[src/rtl/pmdio_pkg.sv]
package pmdio_pkg;
  typedef enum logic [1:0] {OP_READ = 2'd0, OP_WRITE = 2'd1, OP_UPDATE = 2'd2, OP_BAD = 2'd3} op_e;
  typedef enum logic [1:0] {FR_PAGE = 2'd0, FR_LO = 2'd1, FR_HI = 2'd2} frame_e;
  typedef struct packed {
    logic   latchReq;
    logic   startFrame;
    logic   isRead;
    frame_e kind;
    logic   useMerge;
  } strobe_t;
endpackage

[src/rtl/pmdio_datapath.sv]
module pmdio_datapath
  import pmdio_pkg::*;
#(
  parameter int          CLK_DIV   = 4,
  parameter int          OFS_W     = 12,
  parameter logic [23:0] BASE_ADDR = 24'h040000,
  parameter logic [4:0]  LO_PREFIX = 5'h10,
  parameter logic [4:0]  HI_PREFIX = 5'h18,
  parameter logic [4:0]  PAGE_REG  = 5'h00
) (
  input  logic             clk,
  input  logic             rstN,
  input  strobe_t          st,
  input  logic [OFS_W-1:0] reqOffset,
  input  logic [31:0]      reqWdata,
  input  logic [31:0]      reqMask,
  output logic             frameDone,
  output logic             frameErr,
  output logic [31:0]      rdWord,
  output logic             mdc,
  output logic             mdioOut,
  output logic             mdioOe,
  input  logic             mdioIn
);
  localparam int DIV_W = (CLK_DIV > 1) ? $clog2(CLK_DIV) : 1;
  localparam int IDX_W = 6;

  logic [23:0] addrQ;
  logic [31:0] wdataQ, maskQ, wrWord;
  logic [4:0]  regLo, regHi, dataPhy, fPhy, fReg;
  logic [15:0] fData, shIn;
  logic [63:0] frameQ;
  logic        active, isReadQ;
  frame_e      kindQ;
  logic [IDX_W-1:0] bitIdx;
  logic [DIV_W-1:0] divCnt;
  logic        tick;

  assign regLo   = {addrQ[4:2], 2'b00};
  assign regHi   = regLo | 5'd2;
  assign dataPhy = LO_PREFIX | {2'b00, addrQ[7:5]};
  assign wrWord  = st.useMerge ? ((rdWord & ~maskQ) | wdataQ) : wdataQ;
  assign tick    = active && (divCnt == DIV_W'(CLK_DIV - 1));

  always_comb begin
    case (st.kind)
      FR_PAGE: begin fPhy = HI_PREFIX; fReg = PAGE_REG; fData = addrQ[23:8];    end
      FR_LO:   begin fPhy = dataPhy;   fReg = regLo;    fData = wrWord[15:0];   end
      default: begin fPhy = dataPhy;   fReg = regHi;    fData = wrWord[31:16];  end
    endcase
  end

  always_ff @(posedge clk) begin
    if (!rstN) begin
      addrQ <= '0; wdataQ <= '0; maskQ <= '0;
    end else if (st.latchReq) begin
      addrQ  <= BASE_ADDR + 24'(reqOffset);
      wdataQ <= reqWdata;
      maskQ  <= reqMask;
    end
  end

  always_ff @(posedge clk) begin
    if (!rstN) begin
      active <= 1'b0; bitIdx <= '0; divCnt <= '0; mdc <= 1'b0;
      frameQ <= '0; isReadQ <= 1'b0; kindQ <= FR_PAGE;
      frameErr <= 1'b0; frameDone <= 1'b0; shIn <= '0; rdWord <= '0;
    end else begin
      frameDone <= 1'b0;
      if (st.latchReq) rdWord <= '0;
      if (st.startFrame) begin
        active   <= 1'b1;
        bitIdx   <= '0;
        divCnt   <= '0;
        mdc      <= 1'b0;
        isReadQ  <= st.isRead;
        kindQ    <= st.kind;
        frameErr <= 1'b0;
        shIn     <= '0;
        frameQ   <= {32'hFFFF_FFFF, 2'b01, (st.isRead ? 2'b10 : 2'b01), fPhy, fReg, 2'b10, fData};
      end else if (active) begin
        if (tick) begin
          divCnt <= '0;
          mdc    <= ~mdc;
          if (!mdc) begin
            if (isReadQ && bitIdx == 6'd47) frameErr <= mdioIn;
            if (isReadQ && bitIdx >= 6'd48) shIn <= {shIn[14:0], mdioIn};
          end else if (bitIdx == 6'd63) begin
            active    <= 1'b0;
            frameDone <= 1'b1;
            if (isReadQ && kindQ == FR_LO) rdWord[15:0]  <= shIn;
            if (isReadQ && kindQ == FR_HI) rdWord[31:16] <= shIn;
          end else begin
            bitIdx <= bitIdx + 1'b1;
          end
        end else begin
          divCnt <= divCnt + 1'b1;
        end
      end
    end
  end

  assign mdioOut = active ? frameQ[~bitIdx] : 1'b1;
  assign mdioOe  = active && !(isReadQ && bitIdx >= 6'd46);

  // a driven MDIO value moves only while MDC is low
  assert_mdio_moves_low_R9: assert property (@(posedge clk) disable iff (!rstN)
    (mdioOe && $past(mdioOe) && mdioOut != $past(mdioOut)) |-> !mdc);
  // frames never overlap, so halves keep their order
  assert_no_overlap_R3: assert property (@(posedge clk) disable iff (!rstN)
    st.startFrame |-> !active);
  // completion is a single pulse
  assert_done_pulse_R11: assert property (@(posedge clk) disable iff (!rstN)
    frameDone |=> !frameDone);
endmodule

[src/rtl/pmdio_ctrl.sv]
module pmdio_ctrl
  import pmdio_pkg::*;
#(
  parameter int OFS_W      = 12,
  parameter int MAX_OFFSET = 'h30C
) (
  input  logic             clk,
  input  logic             rstN,
  input  logic             reqValid,
  output logic             reqReady,
  input  logic [1:0]       reqOp,
  input  logic [OFS_W-1:0] reqOffset,
  output logic             busReq,
  input  logic             busGnt,
  input  logic             frameDone,
  input  logic             frameErr,
  output strobe_t          st,
  output logic             rspValid,
  output logic             rspErr
);
  typedef enum logic [2:0] {S_IDLE, S_ARB, S_PAGE, S_RLO, S_RHI, S_WLO, S_WHI, S_RESP} state_e;

  state_e state;
  op_e    opQ;
  logic   launched, errQ, badReq, inFrame;

  assign badReq  = (reqOffset > OFS_W'(MAX_OFFSET)) || (reqOffset[1:0] != 2'b00) || (reqOp == 2'd3);
  assign inFrame = state inside {S_PAGE, S_RLO, S_RHI, S_WLO, S_WHI};

  always_comb begin
    st            = '0;
    st.latchReq   = (state == S_IDLE) && reqValid;
    st.startFrame = inFrame && !launched && busGnt;
    st.isRead     = state inside {S_RLO, S_RHI};
    st.useMerge   = (opQ == OP_UPDATE);
    case (state)
      S_RLO, S_WLO: st.kind = FR_LO;
      S_RHI, S_WHI: st.kind = FR_HI;
      default:      st.kind = FR_PAGE;
    endcase
  end

  always_ff @(posedge clk) begin
    if (!rstN) begin
      state <= S_IDLE; opQ <= OP_READ; launched <= 1'b0; errQ <= 1'b0;
    end else begin
      if (st.startFrame) launched <= 1'b1;
      case (state)
        S_IDLE: if (reqValid) begin
          opQ   <= op_e'(reqOp);
          errQ  <= badReq;
          state <= badReq ? S_RESP : S_ARB;
        end
        S_ARB: if (busGnt) state <= S_PAGE;
        S_PAGE: if (frameDone) begin
          launched <= 1'b0;
          state    <= (opQ == OP_WRITE) ? S_WLO : S_RLO;
        end
        S_RLO: if (frameDone) begin
          launched <= 1'b0;
          if (frameErr) begin errQ <= 1'b1; state <= S_RESP; end
          else state <= S_RHI;
        end
        S_RHI: if (frameDone) begin
          launched <= 1'b0;
          if (frameErr) begin errQ <= 1'b1; state <= S_RESP; end
          else state <= (opQ == OP_UPDATE) ? S_WLO : S_RESP;
        end
        S_WLO: if (frameDone) begin launched <= 1'b0; state <= S_WHI; end
        S_WHI: if (frameDone) begin launched <= 1'b0; state <= S_RESP; end
        default: state <= S_IDLE;
      endcase
    end
  end

  assign reqReady = (state == S_IDLE);
  assign busReq   = state inside {S_ARB, S_PAGE, S_RLO, S_RHI, S_WLO, S_WHI};
  assign rspValid = (state == S_RESP);
  assign rspErr   = errQ;

  // the bus is given back exactly when the response goes out
  assert_bus_free_at_rsp_R8: assert property (@(posedge clk) disable iff (!rstN)
    rspValid |-> !busReq);
  assert_bus_drop_only_rsp_R8: assert property (@(posedge clk) disable iff (!rstN)
    $fell(busReq) |-> rspValid);
  // a rejected request answers at once with an error and no bus request
  assert_bad_req_no_bus_R6: assert property (@(posedge clk) disable iff (!rstN)
    (reqReady && reqValid && badReq) |=> (rspValid && rspErr && !busReq));
  // single-cycle response
  assert_rsp_pulse_R11: assert property (@(posedge clk) disable iff (!rstN)
    rspValid |=> !rspValid);
endmodule

[src/rtl/pmdio_bridge.sv]
module pmdio_bridge
  import pmdio_pkg::*;
#(
  parameter int          CLK_DIV    = 4,
  parameter int          OFS_W      = 12,
  parameter int          MAX_OFFSET = 'h30C,
  parameter logic [23:0] BASE_ADDR  = 24'h040000,
  parameter logic [4:0]  LO_PREFIX  = 5'h10,
  parameter logic [4:0]  HI_PREFIX  = 5'h18,
  parameter logic [4:0]  PAGE_REG   = 5'h00
) (
  input  logic             clk,
  input  logic             rstN,
  input  logic             reqValid,
  output logic             reqReady,
  input  logic [1:0]       reqOp,
  input  logic [OFS_W-1:0] reqOffset,
  input  logic [31:0]      reqWdata,
  input  logic [31:0]      reqMask,
  output logic             rspValid,
  output logic [31:0]      rspRdata,
  output logic             rspErr,
  output logic             busReq,
  input  logic             busGnt,
  output logic             mdc,
  output logic             mdioOut,
  output logic             mdioOe,
  input  logic             mdioIn
);
  strobe_t     st;
  logic        frameDone, frameErr;
  logic [31:0] rdWord;

  pmdio_ctrl #(.OFS_W(OFS_W), .MAX_OFFSET(MAX_OFFSET)) u_ctrl (
    .clk(clk), .rstN(rstN), .reqValid(reqValid), .reqReady(reqReady),
    .reqOp(reqOp), .reqOffset(reqOffset), .busReq(busReq), .busGnt(busGnt),
    .frameDone(frameDone), .frameErr(frameErr), .st(st),
    .rspValid(rspValid), .rspErr(rspErr)
  );

  pmdio_datapath #(
    .CLK_DIV(CLK_DIV), .OFS_W(OFS_W), .BASE_ADDR(BASE_ADDR),
    .LO_PREFIX(LO_PREFIX), .HI_PREFIX(HI_PREFIX), .PAGE_REG(PAGE_REG)
  ) u_dp (
    .clk(clk), .rstN(rstN), .st(st), .reqOffset(reqOffset),
    .reqWdata(reqWdata), .reqMask(reqMask), .frameDone(frameDone),
    .frameErr(frameErr), .rdWord(rdWord), .mdc(mdc), .mdioOut(mdioOut),
    .mdioOe(mdioOe), .mdioIn(mdioIn)
  );

  assign rspRdata = rspErr ? 32'h0 : rdWord;
endmodule

[config.mk]
export PLATFORM = sky130hd
export DESIGN_NAME = pmdio_bridge
export DESIGN_NICKNAME = d
export VERILOG_FILES = /design/src/rtl/pmdio_pkg.sv /design/src/rtl/pmdio_datapath.sv /design/src/rtl/pmdio_ctrl.sv /design/src/rtl/pmdio_bridge.sv
export SDC_FILE = /design/constraint.sdc
export NUM_CORES = 1
export LEC_CHECK = 0
export BUFFER_PORTS_ARGS = -buffer_cell sky130_fd_sc_hd__buf_4
export CAP_MARGIN = 20
export CORE_MARGIN = 1.5
export CORE_UTILIZATION = 25
export DETAILED_ROUTE_END_ITERATION = 8
export PLACE_DENSITY_LB_ADDON = 0.2
export SLEW_MARGIN = 20
export SYNTH_ARGS = -nofsm -noshare
export SYNTH_HDL_FRONTEND = slang
export SYNTH_SLANG_ARGS = --single-unit
[constraint.sdc]
create_clock -name clk -period 2.68 [get_ports clk]
set_input_delay 0.67 -clock clk [delete_from_list [all_inputs] [get_ports clk]]
set_output_delay 0.67 -clock clk [all_outputs]
set_load 0.01 [all_outputs]
* Word level (Yosys, flattened, before mapping)
Index checks and enable logic that the tools add are counted.
** Word-level totals
- Bits in registers :: 188
** Operators by class
- Muxes and demuxes :: 45
- Eq/ne operators :: 25
- Order comparisons :: 4
- Reduce and logical (&&, ||, !) cells :: 34
- Add/subtract/negate cells :: 3
- Bitwise operators :: 9
** Operators with widths (count)
- $mux W32 :: 8
- $and A32 B32 Y32 :: 1
- $mux W16 :: 2
- $not A32 Y32 :: 1
- $or A32 B32 Y32 :: 1
- $pmux W16 S2 :: 1
- $mux W3 :: 10
- $pmux W3 S7 :: 1
- $add A19 B12 Y20 const A :: 1
- $reduce_and A4 Y1 :: 4
- $mux W1 :: 14
- $ne A2 B1 Y1 const B :: 7
- $eq A3 B3 Y1 const B :: 4
- $eq A6 B6 Y1 const B :: 2
- $ge A6 B6 Y1 const B :: 2
- $gt A12 B10 Y1 const B :: 1
- $logic_and A1 B1 Y1 :: 10
- $pmux W5 S2 :: 1
- $reduce_or A5 Y1 :: 2
- $eq A2 B2 Y1 const B :: 4
- $mux W2 :: 4
- $reduce_or A2 Y1 :: 4
- $lt A6 B7 Y1 const B :: 1
- $reduce_and A7 Y1 :: 1
- 20 further kinds :: 33

* Depth between registers and ports, before layout
- Depth after elaboration :: 9
- Depth in mapped cells :: 9
- Mapped depth without buffers :: 6

* Modules after synthesis
Synthesis repeated with hierarchy kept, for this count alone.
** Unflattened totals
- Cell total of the unflattened synthesis :: 886
- Area total of the unflattened synthesis :: 7682.4 µm²
** Modules (own cells, without submodules)
- pmdio_datapath :: times used 1, cells each 785, seq. area each 3283.1 µm², area an instance 6959.2 µm²
- pmdio_ctrl :: times used 1, cells each 66, seq. area each 140.1 µm², area an instance 500.5 µm²
- pmdio_bridge :: times used 1, cells each 35, seq. area each 0.0 µm², area an instance 222.7 µm²

* Worst setup path before layout
OpenSTA, ideal clock, no wires.
- Path type :: register to output
- Start point :: register u_dp.bitIdx[0]
- End point :: output port mdioOut
- Arrival time :: 1.585 ns
- Data required time :: 2.010 ns
- Path slack :: 0.425 ns
- Buffers on the path :: 1
- Stages on the path, launching flop included :: 7
- Cells stage by stage :: dfxtp_1 -> buf_2 -> mux4_2 -> nand2_1 -> o21ai_0 -> o2111ai_1 -> nand3_1
** Between the ends
- Word-level cells in the longest chain between the ends :: 4
** Ends and longest elaborated chain
- start: declaration :: RTL line pmdio_datapath.sv:35 : logic [IDX_W-1:0] bitIdx;
- start signal: assignment :: RTL line pmdio_datapath.sv:94 : bitIdx <= bitIdx + 1'b1;
- $not A6 Y6 :: RTL line pmdio_datapath.sv:103 : assign mdioOut = active ? frameQ[~bitIdx] : 1'b1;
- $bmux W1 S6 :: RTL line pmdio_datapath.sv:103
- $mux W1 (implied by the code) :: RTL line pmdio_datapath.sv:103
- $mux W1 :: RTL line pmdio_datapath.sv:103
- end: declaration :: RTL line pmdio_bridge.sv:26 : output logic mdioOut,
No other way between the ends. The select of a mux whose other input is x is not followed.

* Worst setup path after layout
Ends and elaborated chain as after synthesis.

==> qor.csv <==
metric;value;unit
number of synthesized flops with an enable pin;0;
outcome;finished with violations;
Final TNS setup;-0.0520;ns
PortBufs;121;
Hold Crit Class;register to register;
total power;7.84;mW
minimum setup slack in the final design;-0.0520;ns
area of the multi-input gates;3540;µm²
critical path's slowest cell;mux4_2;
class of the most critical setup path;register to output pin;
clock tree sinks;170;
Die H;173;µm
Synth area leaders;dfxtp_1 (47%), nand2_1 (13%), a21oi_1 (9.1%);
register area share after synthesis;47.0;%
Diodes inserted;0;
CTS H-tree lvls;4;
first-pass GRT wire length;36700;µm
crit path cell chain;buf_6, mux4_2, mux2_2, nand3_2, nand3_2, buf_6;
synthesized instance count;903;
final number of setup-violating endpoints;1;
# rows;62;
clk slew on worst S/H paths;0.07;ns
CTS root buf;clkbuf_16;
Syn-to-layout area delta;27.5;%
CP Buf/Inv Count;2;
Post-synth ARST share;0;%
post-synth cell types;51;
Worst path max stage delay;0.48;ns
Final period util;102;%
Slew Limit Fails;0;
RR Startpoint;u_dp.bitIdx[1];
TritonCTS Buffers;17;
synthesized area per cell;8.01;µm²
Initial Util;25.3;%
die area;30000;µm²
Startpoint Class;register;
via count;6450;
Worst Setup End Kind;output pin;
Worst-Margin Slew;0.743;ns
Synth area leader;dfxtp_1;
crit path time final;2.73;ns
cts hold-fix bufs;0;
crit-path max FO;6;
Final GP Congestion;0.834;
Clock Skews;0.0117;ns
worst setup path start;u_dp.bitIdx[0];
Detail Placement HPWL;17700;µm
clock buffer depth;2;
pwr dens;850;nW/µm²
f_max;0.366;GHz
Syn Nets;989;
Crit path max-delay family;multiplexers;
violated checks;negative setup slack;
latest clock arrival within the worst-skew pair;0.44;ns
DRT iter0 DRCs;387;
FF/Latch Area;3410;µm²
Final Hold Fails;0;
CTS tree;done;
Syn. warnings;0;
Cell Area, Synth;7230;µm²
DRC errors left;0;
Primary FF master, synth;dfxtp_1;
share of the synthesized area in the top cell type;47.0;%
Die Wd;173;µm
number of global-route vias before repair;6159;
1st-pass router iterations;5;
Slew Limit Headroom;50.4;%
share of layout cells above drive strength 1;20.6;%
unrepaired setup endpoints after global routing;true;
largest net degree at the start of global routing;79;
global route overflow;0;
worst hold start;u_dp.wdataQ[23];
arrival time of the worst setup path;2.06;ns
leakage;3.34;nW
FILL cells;3090;
Vias per Instance;4.61;
Synth Register Bits;170;
initial antenna violation count;1;
CP Data Required Time;2.01;ns
VDD IR max;476;µV
total core area;28600;µm²
Antenna Nets Post-Route;0;
max-cap violation count;0;
IO Pins;122;
GR Util All Layers;16.0;%
Avg WL per Cell;17.2;µm
post-layout net count;1090;
final WL;24000;µm
## worst paths after layout
kind | depth (start not counted) | slack [ns] | end
worst min register to register | 2 | 0.45 | u_dp.wdataQ[23]
worst max-delay path | 6 | -0.05 | mdioOut
worst min-delay path | 2 | 0.45 | u_dp.wdataQ[23]
worst max register to register | 7 | 0.51 | u_dp.rdWord[25]
## final cells by class
class	count	area share, %
Clock buffer	18	4.76
Clock inverter	13	1.70
Inverter	7	0.298
Multi-Input combinational cell	660	38.4
Sequential cell	170	36.9
Tap cell	384	5.21
Timing Repair Buffer	148	12.7
## stage by stage
step	std cells	cell area (µm²)	hold slack [ns]	util [%]	setup WS (ns)
floorplan	903	7230	0.431	-	0.425
global placement	1367	8570	0.443	29.9	0.151
detailed placement	1367	8570	0.444	29.9	0.138
CTS	1400	9200	0.453	32.2	-0.0711
global route	1400	9230	0.465	32.2	-0.143
finish	1400	9230	0.452	32.2	-0.0520
## synth_stat cells (8+ instances only)
cell,count
nor3b_1,33
buf_2,16
o21ai_0,45
clkbuf_1,43
nor2b_1,39
a21oi_1,132
a31oi_1,8
nor2_1,36
dfxtp_1,170
nand3_1,38
nand2_1,241
## repair_timing
action | in CTS | in global routing
pin swaps | 0 | 3
gates resized for setup | 7 | 7
buffers inserted | 2 | 0
endpoints found under the setup margin | 2 | 3
endpoints found under the hold margin | 0 | 0
## cells by family after synthesis
group | after synthesis | share of synthesized area (%)
AND/OR/NAND/NOR | 421 | 27.7
AO/OA/AOI/OAI | 218 | 16.8
flip-flops | 170 | 47.0
buffers and inverters | 73 | 4.69
multiplexers | 13 | 2.72
XOR/XNOR | 5 | 0.605
adder cells (fa/ha/maj) | 3 | 0.519
## where the power goes
group          internal, mW  switching, mW  total, mW
clock network          1.42           1.13       2.55
registers              2.90          0.302       3.20
logic                 0.751           1.34       2.09
total                  5.07           2.77       7.84
## routing by layer
layer	wire, µm	up-vias	GRT usage (%)
li1	-	3288	-
met2	10800	146	24.5
met4	507	0	5.14
met1	11800	2995	22.5
met3	916	21	3.32
met5	0	-	0
## flip-flops by register name, summed over array words and instances (netlist names), 2 cells and up
name and flops:
u_dp.addrQ 11, u_dp.bitIdx 6, u_dp.divCnt 2, u_ctrl.state 3
u_dp.shIn 16, u_dp.wdataQ 32, u_dp.maskQ 32, u_ctrl.opQ 2
u_dp.rdWord 32, u_dp.frameQ 27
## tightest hold or removal path: stages, from the launching register on
cell and delay, ns:
dfxtp_1 0.31, nand2_1 0.05, a21oi_1 0.05
## placed cells by master, fill, tap and decap left out, drive strengths merged, types with 2 or more instances in the layout
cell	count
a21oi	132
a31oi	8
nand2	242
nand4	4
clkbuf	18
a22o	7
ha	3
nor2b	39
nor3	9
mux4	5
mux2i	5
mux2	3
nor4	3
a211oi	6
clkinv	5
bufinv	2
o21ai	45
and4	2
nand3b	2
xnor2	2
a311oi	7
a41oi	6
nor3b	33
nor2	36
buf	148
nand3	38
dfxtp	170
nand2b	5
inv	13
and3	3
xor2	3
Note: power is estimated with default switching activity, not from simulation.
